--- src/rtl/flagcc_pkg.sv ---
`timescale 1ns/1ps
package flagcc_pkg;

    // Word geometry
    localparam int FCW_W   = 16;
    localparam int FLAG_N  = 6;
    localparam int FCW_LSB = 2;
    localparam int CMD_N   = 4;

    // Index of each flag inside the packed flag vector (fcw bit = index + FCW_LSB)
    localparam int F_H = 0;
    localparam int F_V = 1;
    localparam int F_D = 2;
    localparam int F_S = 3;
    localparam int F_Z = 4;
    localparam int F_C = 5;

    typedef enum logic [1:0] {
        FOP_NONE = 2'd0,
        FOP_SET  = 2'd1,
        FOP_CLR  = 2'd2,
        FOP_INV  = 2'd3
    } fop_e;

    // Lower three selector bits pick a base test; bit 3 inverts it.
    typedef enum logic [2:0] {
        CB_NEVER = 3'd0,
        CB_LT    = 3'd1,
        CB_LE    = 3'd2,
        CB_ULE   = 3'd3,
        CB_OV    = 3'd4,
        CB_MI    = 3'd5,
        CB_EQ    = 3'd6,
        CB_ULT   = 3'd7
    } cond_base_e;

    typedef struct packed {
        logic [FLAG_N-1:0] flags;
    } fw_state_t;

    // Command-mask bit that controls a flag, or -1 if commands cannot reach it
    function automatic int cmd_bit(input int f);
        case (f)
            F_C:     return 3;
            F_Z:     return 2;
            F_S:     return 1;
            F_V:     return 0;
            default: return -1;
        endcase
    endfunction

endpackage

--- src/rtl/flag_cmd_apply.sv ---
`timescale 1ns/1ps
module flag_cmd_apply
    import flagcc_pkg::*;
#(
    parameter int N_FLAGS = FLAG_N,
    parameter int N_CMD   = CMD_N
) (
    input  logic [N_FLAGS-1:0] cur,
    input  logic [1:0]         op,
    input  logic [N_CMD-1:0]   mask,
    input  logic [N_FLAGS-1:0] ex_we,
    input  logic [N_FLAGS-1:0] ex_val,
    output logic [N_FLAGS-1:0] nxt
);

    fop_e op_e;
    assign op_e = fop_e'(op);

    for (genvar g = 0; g < N_FLAGS; g++) begin : g_flag
        localparam int MB = cmd_bit(g);
        logic nb;
        if (MB >= 0) begin : g_cmd
            always_comb begin
                if (op_e != FOP_NONE && mask[MB]) begin
                    case (op_e)
                        FOP_SET: nb = 1'b1;
                        FOP_CLR: nb = 1'b0;
                        FOP_INV: nb = ~cur[g];
                        default: nb = cur[g];
                    endcase
                end else if (ex_we[g]) begin
                    nb = ex_val[g];
                end else begin
                    nb = cur[g];
                end
            end
        end else begin : g_plain
            always_comb begin
                nb = ex_we[g] ? ex_val[g] : cur[g];
            end
        end
        assign nxt[g] = nb;
    end

endmodule

--- src/rtl/cond_eval.sv ---
`timescale 1ns/1ps
module cond_eval
    import flagcc_pkg::*;
#(
    parameter int N_FLAGS = FLAG_N
) (
    input  logic [N_FLAGS-1:0] flags,
    input  logic [3:0]         sel,
    output logic               hit
);

    logic       sv_d;
    logic       base_d;
    cond_base_e base_sel;

    assign base_sel = cond_base_e'(sel[2:0]);

    always_comb begin
        sv_d = flags[F_S] ^ flags[F_V];
        case (base_sel)
            CB_NEVER: base_d = 1'b0;
            CB_LT:    base_d = sv_d;
            CB_LE:    base_d = flags[F_Z] | sv_d;
            CB_ULE:   base_d = flags[F_C] | flags[F_Z];
            CB_OV:    base_d = flags[F_V];
            CB_MI:    base_d = flags[F_S];
            CB_EQ:    base_d = flags[F_Z];
            CB_ULT:   base_d = flags[F_C];
            default:  base_d = 1'b0;
        endcase
        hit = base_d ^ sel[3];
    end

endmodule

--- src/rtl/tcc_merge.sv ---
`timescale 1ns/1ps
module tcc_merge #(
    parameter int W = 16
) (
    input  logic [W-1:0] dest,
    input  logic         hit,
    output logic [W-1:0] word
);

    always_comb begin
        word    = dest;
        word[0] = dest[0] | hit;
    end

endmodule

--- src/rtl/flag_word_unit.sv ---
`timescale 1ns/1ps
module flag_word_unit
    import flagcc_pkg::*;
(
    input  logic             clk,
    input  logic             rst,
    input  logic [1:0]       cmd_op,
    input  logic [CMD_N-1:0] cmd_mask,
    input  logic [FLAG_N-1:0] ex_we,
    input  logic [FLAG_N-1:0] ex_val,
    input  logic [3:0]       cond_sel,
    input  logic [FCW_W-1:0] tcc_dest,
    output logic [FCW_W-1:0] fcw,
    output logic             cond_true,
    output logic [FCW_W-1:0] tcc_word
);

    localparam int POS_C = FCW_LSB + F_C;
    localparam int POS_Z = FCW_LSB + F_Z;
    localparam int POS_S = FCW_LSB + F_S;
    localparam int POS_D = FCW_LSB + F_D;
    localparam int POS_H = FCW_LSB + F_H;

    fw_state_t         st_d, st_q;
    logic [FLAG_N-1:0] nxt_flags;

    flag_cmd_apply #(.N_FLAGS(FLAG_N), .N_CMD(CMD_N)) u_apply (
        .cur    (st_q.flags),
        .op     (cmd_op),
        .mask   (cmd_mask),
        .ex_we  (ex_we),
        .ex_val (ex_val),
        .nxt    (nxt_flags)
    );

    cond_eval #(.N_FLAGS(FLAG_N)) u_cond (
        .flags (st_q.flags),
        .sel   (cond_sel),
        .hit   (cond_true)
    );

    tcc_merge #(.W(FCW_W)) u_tcc (
        .dest (tcc_dest),
        .hit  (cond_true),
        .word (tcc_word)
    );

    always_comb begin
        st_d       = st_q;
        st_d.flags = nxt_flags;
        if (rst) begin
            st_d = '0;
        end
    end

    always_ff @(posedge clk) begin
        st_q <= st_d;
    end

    always_comb begin
        fcw = '0;
        fcw[FCW_LSB +: FLAG_N] = st_q.flags;
    end

    // Assertions
    p_reset_clears_r1: assert property (@(posedge clk)
        rst |=> (fcw == '0));

    p_set_carry_r2: assert property (@(posedge clk) disable iff (rst)
        (cmd_op == 2'b01 && cmd_mask[3]) |=> fcw[POS_C]);

    p_clear_zero_r3: assert property (@(posedge clk) disable iff (rst)
        (cmd_op == 2'b10 && cmd_mask[2]) |=> !fcw[POS_Z]);

    p_invert_sign_r4: assert property (@(posedge clk) disable iff (rst)
        (cmd_op == 2'b11 && cmd_mask[1] && !ex_we[F_S]) |=> (fcw[POS_S] != $past(fcw[POS_S])));

    p_dh_untouched_r5: assert property (@(posedge clk) disable iff (rst)
        (ex_we[F_D] == 1'b0 && ex_we[F_H] == 1'b0) |=> ($stable(fcw[POS_D]) && $stable(fcw[POS_H])));

    p_ex_write_r6: assert property (@(posedge clk) disable iff (rst)
        (cmd_op == 2'b00 && ex_we[F_C]) |=> (fcw[POS_C] == $past(ex_val[F_C])));

    p_idle_hold_r6: assert property (@(posedge clk) disable iff (rst)
        (cmd_op == 2'b00 && ex_we == '0) |=> $stable(fcw));

    p_cmd_priority_r7: assert property (@(posedge clk) disable iff (rst)
        (cmd_op == 2'b10 && cmd_mask[3] && ex_we[F_C] && ex_val[F_C]) |=> !fcw[POS_C]);

    p_always_true_r8: assert property (@(posedge clk) disable iff (rst)
        (cond_sel == 4'd8) |-> cond_true);

    p_tcc_false_keeps_r11: assert property (@(posedge clk) disable iff (rst)
        !cond_true |-> (tcc_word == tcc_dest));

endmodule

--- config.mk ---
export PLATFORM = sky130hd
export DESIGN_NAME = flag_word_unit
export DESIGN_NICKNAME = d
export VERILOG_FILES = /design/src/rtl/flagcc_pkg.sv /design/src/rtl/flag_cmd_apply.sv /design/src/rtl/cond_eval.sv /design/src/rtl/tcc_merge.sv /design/src/rtl/flag_word_unit.sv
export SDC_FILE = /design/constraint.sdc
export NUM_CORES = 1
export LEC_CHECK = 0
export ABC_CLOCK_PERIOD_IN_PS = 1500
export BUFFER_PORTS_ARGS = -buffer_cell sky130_fd_sc_hd__buf_2
export CAP_MARGIN = 10
export CORE_MARGIN = 2
export CORE_UTILIZATION = 34
export CTS_CLUSTER_DIAMETER = 80
export DETAILED_ROUTE_END_ITERATION = 6
export GPL_TIMING_DRIVEN = 1
export PLACE_DENSITY_LB_ADDON = 0.08
export SETUP_SLACK_MARGIN = 0.5
export SLEW_MARGIN = 20
export SYNTH_ARGS = -nofsm -noshare
export SYNTH_HDL_FRONTEND = slang
export SYNTH_SLANG_ARGS = --single-unit
--- constraint.sdc ---
create_clock -name clk -period 1.5 [get_ports clk]
set_input_delay 0.3 -clock clk [delete_from_list [all_inputs] [get_ports clk]]
set_output_delay 0.3 -clock clk [all_outputs]
set_load 0.03 [all_outputs]
==> flow_metrics.env, run 1 <==
export IMPL_place_area_um2=867
export IMPL_grt_pass1_vias=572
export IMPL_cts_buffer_depth=2
export IMPL_cap_viol_max_count=0
export IMPL_area_delta_synth_final_pct=60.2
export IMPL_drc=0
export IMPL_path_class="register to primary output"
export IMPL_layoutNonFillerInstCount=150
export IMPL_grt_start_max_net_pins=7
export IMPL_holdPathStages=3
export IMPL_ys_types=19
export IMPL_fin_crit_ns=1.75
export IMPL_hp_start="ex_val[2]"
export IMPL_cts_tree="done"
export IMPL_synth_top_area_cell="buf_4"
export IMPL_layout_commonest_cell="buf_2"
export IMPL_cp_slowest_cell="dfxtp_2"
export IMPL_drtIter0Drc=4
export IMPL_min_period_over_period_pct=116
export IMPL_ys_seq_area_share_pct=17.6
export IMPL_clock_sinks=6
export IMPL_synth_area_leaders="buf_4, dfxtp_1, nor2_1"
export IMPL_r2r_end="st_q[1]"
export IMPL_wl_per_cell_um=10.2
export IMPL_largest_reg_flops=6
export IMPL_portBuffers=32
export IMPL_final_hold_violation_count=0
export IMPL_final_cell_mix="buf_2, buf_6, nor2_1, conb_1, a21oi_2"
export IMPL_avgSynthCellArea_um2=7.25
export IMPL_track_usage_pct=12.3
export IMPL_ios=73
export IMPL_cpPeakStageDelay_ns=0.34
export IMPL_reg2reg_from="st_q[1]"
export IMPL_grt_overflow_total=0
export IMPL_grt_pass1_wl_um=2300
export IMPL_dpl_hpwl_um=1200
export IMPL_vias=666
export IMPL_drv_slew=0
export IMPL_hold_class="input pin to register"
export IMPL_core_area_mm2=0.00192
export IMPL_peakVddDrop_v=0.000274
export IMPL_final_area_mm2=0.00109
export IMPL_p_per_area_mw_per_mm2=686
export IMPL_post_route_util_pct=56.8
export IMPL_required_ns=1.20
export IMPL_rrSetupSlack_ns=0.48
export IMPL_reg2reg_depth=5
export IMPL_violations="setup timing"
export IMPL_nNetsFinal=168
export IMPL_crit_buf_inv=2
export IMPL_drive_gt1_share_pct=66.7
export IMPL_die_x_um=48.8
export IMPL_dr_pass1_iters=4
export IMPL_design_die_area_mm2=0.00238
export IMPL_antenna_found_initial=0
export IMPL_synthesis_area_um2=682
export IMPL_floorplan_initialDensity_pct=35.5
export IMPL_yosys_warnings=0
export IMPL_endpoint_kind="primary output"
export IMPL_crit_arrival_ns=1.45
export IMPL_clock_latency_ns=0.24
export IMPL_clkTransAtPathRegs_ns=0.04
export IMPL_worstPathCellList="nand2b_4 -> a21oi_2 -> o21ai_1 -> o211ai_2 -> buf_6 -> xnor2_4 -> buf_6"
export IMPL_netlist_instances=94
export IMPL_wl_um=1530
export IMPL_post_synth_top_area_fraction_pct=27.5
export IMPL_skew_ns=0
export IMPL_ys_ff_latch=6
export IMPL_fin_ws_ns=-0.247
export IMPL_start_kind="register"
export IMPL_cp_common_cell="buf_6"
export IMPL_outcome="complete, but fails checks"
export IMPL_top_register="st_q"
export IMPL_min_to="st_q[2]"
export IMPL_diodes=0
export IMPL_dp_cells=143
export IMPL_cp_top_family="flip-flops"
export IMPL_ant_nets=0
export IMPL_vias_per_cell=4.44
export IMPL_root_buffer="clkbuf_4"
export IMPL_timing_fmax_mhz=572
export IMPL_numCtsBuffers=3
export IMPL_top_regs="st_q: 6 flops"
export IMPL_htreeDepth=1
export IMPL_final_setup_viol_count=2
export IMPL_finalWeightedCongestion=0.685
export IMPL_grt_setup_unrepaired="yes"
export IMPL_placementRows=16
export IMPL_total_power_mw=0.749
export IMPL_worstPathMaxFanout=4
export IMPL_leakagePower_nw=0.506
export IMPL_die_h_um=48.8
[power by group]
group          switching, mW  internal (mW)
registers             0.0155          0.178
logic                  0.209          0.205
clock network         0.0515         0.0900
[worst max-delay path by stage]
stage                      startpoint     endpoint  slack (ns)  cells past startpoint
final                         st_q[5]    cond_true       -0.25                      7
after CTS                     st_q[5]    cond_true       -0.28                      7
after global placement    cond_sel[0]    cond_true       -0.17                      8
after detailed placement  cond_sel[0]    cond_true       -0.20                      8
after global routing          st_q[5]    cond_true       -0.31                      7
after floorplan               st_q[1]  tcc_word[0]       -0.08                      4
[cell families (layout without fill, tap and decap cells)]
family,Yosys count,count (layout),synth area share [%]
flip-flops,6,6,17.6
AO/OA/AOI/OAI,14,14,13.6
multiplexers,3,3,4.40
adder cells (fa/ha/maj),3,3,5.51
XOR/XNOR,1,1,1.28
buffers and inverters,27,47,28.6
AND/OR/NAND/NOR,39,39,28.4
other,1,10,0.550
[worst register-to-register path, stage by stage (launching register included)]
cell and delay, ns:
dfxtp_4 0.35, buf_6 0.11, buf_6 0.11, nand2_2 0.05, nand3_2 0.06, a311oi_1 0.25
[metal layers]
metal	global-route usage, %	wire, um	vias up
met2	22.6	845	27
met1	11.6	548	300
met4	5.24	2	0
met5	0	0	-
met3	5.52	137	2
li1	-	-	337
[per-stage QoR]
step	setup TNS, ns	hold WS, ns	setup WS (ns)
3_5_place_dp	-0.385	0.481	-0.205
3_3_place_gp	-0.312	0.471	-0.170
4_1_cts	-0.513	0.288	-0.277
2_1_floorplan	-0.113	0.368	-0.0786
6_report	-0.457	0.293	-0.247
5_1_grt	-0.580	0.305	-0.314
[layout make-up]
cell class / count / area [um2]
clock buffers: 3 / 22.5
well taps: 27 / 33.8
flip-flops and latches: 6 / 133
fillers: 195 / 830
inverters: 2 / 32.5
multi-input cells: 70 / 537
repair buffers: 42 / 334
[cells in the mapped netlist]
master	instances
a21oi_1	6
a311oi_1	4
buf_4	25
conb_1	1
dfxtp_1	6
ha_1	3
inv_1	2
mux2i_1	3
nand2_1	6
nand2b_1	6
nand2b_2	1
nand3_1	4
nor2_1	17
nor2b_1	1
nor2b_2	4
o211ai_2	1
o21ai_0	2
o21ai_1	1
xnor2_1	1
[repair_timing]
item	in CTS	in global routing
hold buffers	0	0
endpoints found under the setup margin	12	12
pin swaps	7	3
gates resized for setup	35	18
setup buffers	3	1
No activity file was read; power rests on OpenSTA's default activity.
==> run 2: changes to the inputs <==
--- a/config.mk
+++ b/config.mk
@@ -7,9 +7,10 @@
 export LEC_CHECK = 0
 export ABC_CLOCK_PERIOD_IN_PS = 1500
 export BUFFER_PORTS_ARGS = -buffer_cell sky130_fd_sc_hd__buf_2
-export CAP_MARGIN = 10
-export CORE_MARGIN = 2
-export CORE_UTILIZATION = 34
+export CAP_MARGIN = 20
+export CORE_MARGIN = 1
+export CORE_UTILIZATION = 35
+export CTS_BUF_LIST = sky130_fd_sc_hd__clkbuf_4 sky130_fd_sc_hd__clkbuf_8
 export CTS_CLUSTER_DIAMETER = 80
 export DETAILED_ROUTE_END_ITERATION = 6
 export GPL_TIMING_DRIVEN = 1
==> run 2 against run 1 <==
Compared with the run above:
- the flow still finishes with violations (setup timing)
- non-clock buffer count is 1 lower
- clock skew unchanged
- setup slack got worse by 0.0013 ns
- global-route usage is 2.4 points higher
- die area shrank 11%
- cell count decreased by 2.0%
- first-iteration DRC count down 50%
- worst hold slack better by 0.019 ns
- core utilization up 2.4 points
- register-to-register slack about the same
- critical path type unchanged
- critical endpoint unchanged
- largest power group unchanged
==> flow_metrics.env, run 2 (synthesis gave the netlist of run 1 again) <==
export IMPL_outcome="complete, but fails checks"
export IMPL_violations="setup timing"
export IMPL_cts_buffer_depth=2
export IMPL_fin_ws_ns=-0.249
export IMPL_ant_nets=0
export IMPL_drtIter0Drc=2
export IMPL_placementRows=15
export IMPL_wl_per_cell_um=10.1
export IMPL_portBuffers=32
export IMPL_endpoint_kind="primary output"
export IMPL_sw_frac_of_total_pct=36.9
export IMPL_fin_hold_ws_ns=0.312
export IMPL_vias=659
export IMPL_clockPowerShare_pct=19.1
export IMPL_wl_um=1480
export IMPL_path_class="register to primary output"
export IMPL_finalWeightedCongestion=0.734
export IMPL_power_switching_mw=0.272
export IMPL_grt_overflow_total=0
export IMPL_grt_pass1_wl_um=2240
export IMPL_layoutNonFillerInstCount=147
export IMPL_die_h_um=46.1
export IMPL_start_kind="register"
export IMPL_ios=73
export IMPL_top_regs="st_q: 6 flops"
export IMPL_cap_viol_max_count=0
export IMPL_dp_slack_ns=-0.185
export IMPL_internal_power_mw=0.467
export IMPL_floorplan_initialDensity_pct=38.2
export IMPL_core_area_mm2=0.00178
export IMPL_grt_pass1_vias=569
export IMPL_numCtsBuffers=3
export IMPL_diodes=0
export IMPL_htreeDepth=1
export IMPL_fill_cells=167
export IMPL_die_x_um=46.1
export IMPL_dr_pass1_iters=2
export IMPL_pwr_share_comb_pct=54.7
export IMPL_cts_tree="done"
export IMPL_largest_reg_flops=6
export IMPL_grt_start_max_net_pins=7
export IMPL_root_buffer="clkbuf_4"
export IMPL_clock_sinks=6
export IMPL_dpl_hpwl_um=1230
export IMPL_skew_ns=0
export IMPL_top_register="st_q"
export IMPL_leakagePower_nw=0.492
export IMPL_final_setup_viol_count=2
export IMPL_drv_slew=0
export IMPL_clock_latency_ns=0.24
export IMPL_crit_arrival_ns=1.45
export IMPL_place_area_um2=865
export IMPL_p_per_area_mw_per_mm2=700
export IMPL_design_die_area_mm2=0.00213
export IMPL_dp_cells=141
export IMPL_hold_class="input pin to register"
export IMPL_required_ns=1.20
export IMPL_worstPathMaxFanout=3
export IMPL_fin_tns_setup_ns=-0.465
export IMPL_antenna_found_initial=0
export IMPL_final_cell_mix="buf_2, buf_6, nor2_1, conb_1"
export IMPL_drc=0
export IMPL_clkTransAtPathRegs_ns=0.04
export IMPL_seq_area_um2=133
export IMPL_seqPwrFrac_pct=26.1
export IMPL_grt_setup_unrepaired="yes"
export IMPL_area_delta_synth_final_pct=54.9
export IMPL_fin_crit_ns=1.75
export IMPL_peakVddDrop_v=0.000311
export IMPL_min_period_over_period_pct=117
export IMPL_vias_per_cell=4.48
export IMPL_final_area_mm2=0.00106
export IMPL_drive_gt1_share_pct=61.5
export IMPL_final_hold_violation_count=0
export IMPL_layout_commonest_cell="buf_2"
export IMPL_multi_input_area_um2=520
export IMPL_nNetsFinal=167
export IMPL_timing_fmax_mhz=572
export IMPL_track_usage_pct=14.7
==> run 2: cell count changes in the layout (fill, tap and decap cells not counted), moves of 2 or more <==
cell | previous run | this run
nand3_2 | 2 | 0
nand2_2 | 3 | 0
nand2_1 | 3 | 6
nand3_1 | 2 | 4
==> run 2: final timing paths <==
check	from	slack (ns)	end	cells after the start
max	st_q[5]	-0.25	cond_true	7
min	ex_val[2]	0.31	st_q[2]	3
max reg2reg	st_q[1]	0.48	st_q[1]	5
min reg2reg	st_q[0]	0.51	st_q[0]	2
==> run 2: layout make-up <==
class / count / share of cell area [%]
clock buffers: 3 / 2.13
inverters: 2 / 2.61
multi-input cells: 70 / 49.3
flip-flops and latches: 6 / 12.6
well taps: 25 / 2.96
repair buffers: 41 / 30.5
==> run 2: power groups by stage <==
stage	clock network, mW	logic (mW)	registers (mW)
2_1_floorplan	0	0.277	0.224
3_3_place_gp	0	0.318	0.192
3_5_place_dp	0	0.322	0.192
4_1_cts	0.152	0.377	0.192
5_1_grt	0.170	0.435	0.195
6_report	0.141	0.404	0.193
==> run 2: worst max-delay path: stages (launching register included) <==
cell	delay (ns)
dfxtp_2	0.33
nand2b_4	0.12
a21oi_2	0.04
o21ai_1	0.15
o211ai_2	0.16
buf_6	0.16
xnor2_4	0.12
buf_6	0.14
==> run 2: repair_timing <==
action	CTS	global route
endpoints found under the hold margin	0	0
resized for setup	31	14
setup endpoints to repair	12	12
pin swaps	6	3
hold buffers	0	0
setup buffers	2	1
==> run 2: per-layer routing <==
metal / GRT usage, % / wire length (um) / vias to the layer above
met5: 0 / 0 / -
met4: 7.06 / 5 / 0
met3: 4.31 / 144 / 2
met2: 24.8 / 765 / 36
met1: 16.7 / 563 / 286
li1: - / - / 335
==> run 2: stage by stage <==
step / total power [mW] / util (%)
floorplan: 0.500 / -
global placement: 0.510 / 48.5
detailed placement: 0.514 / 48.5
CTS: 0.721 / 55.9
global route: 0.801 / 59.2
finish: 0.739 / 59.2
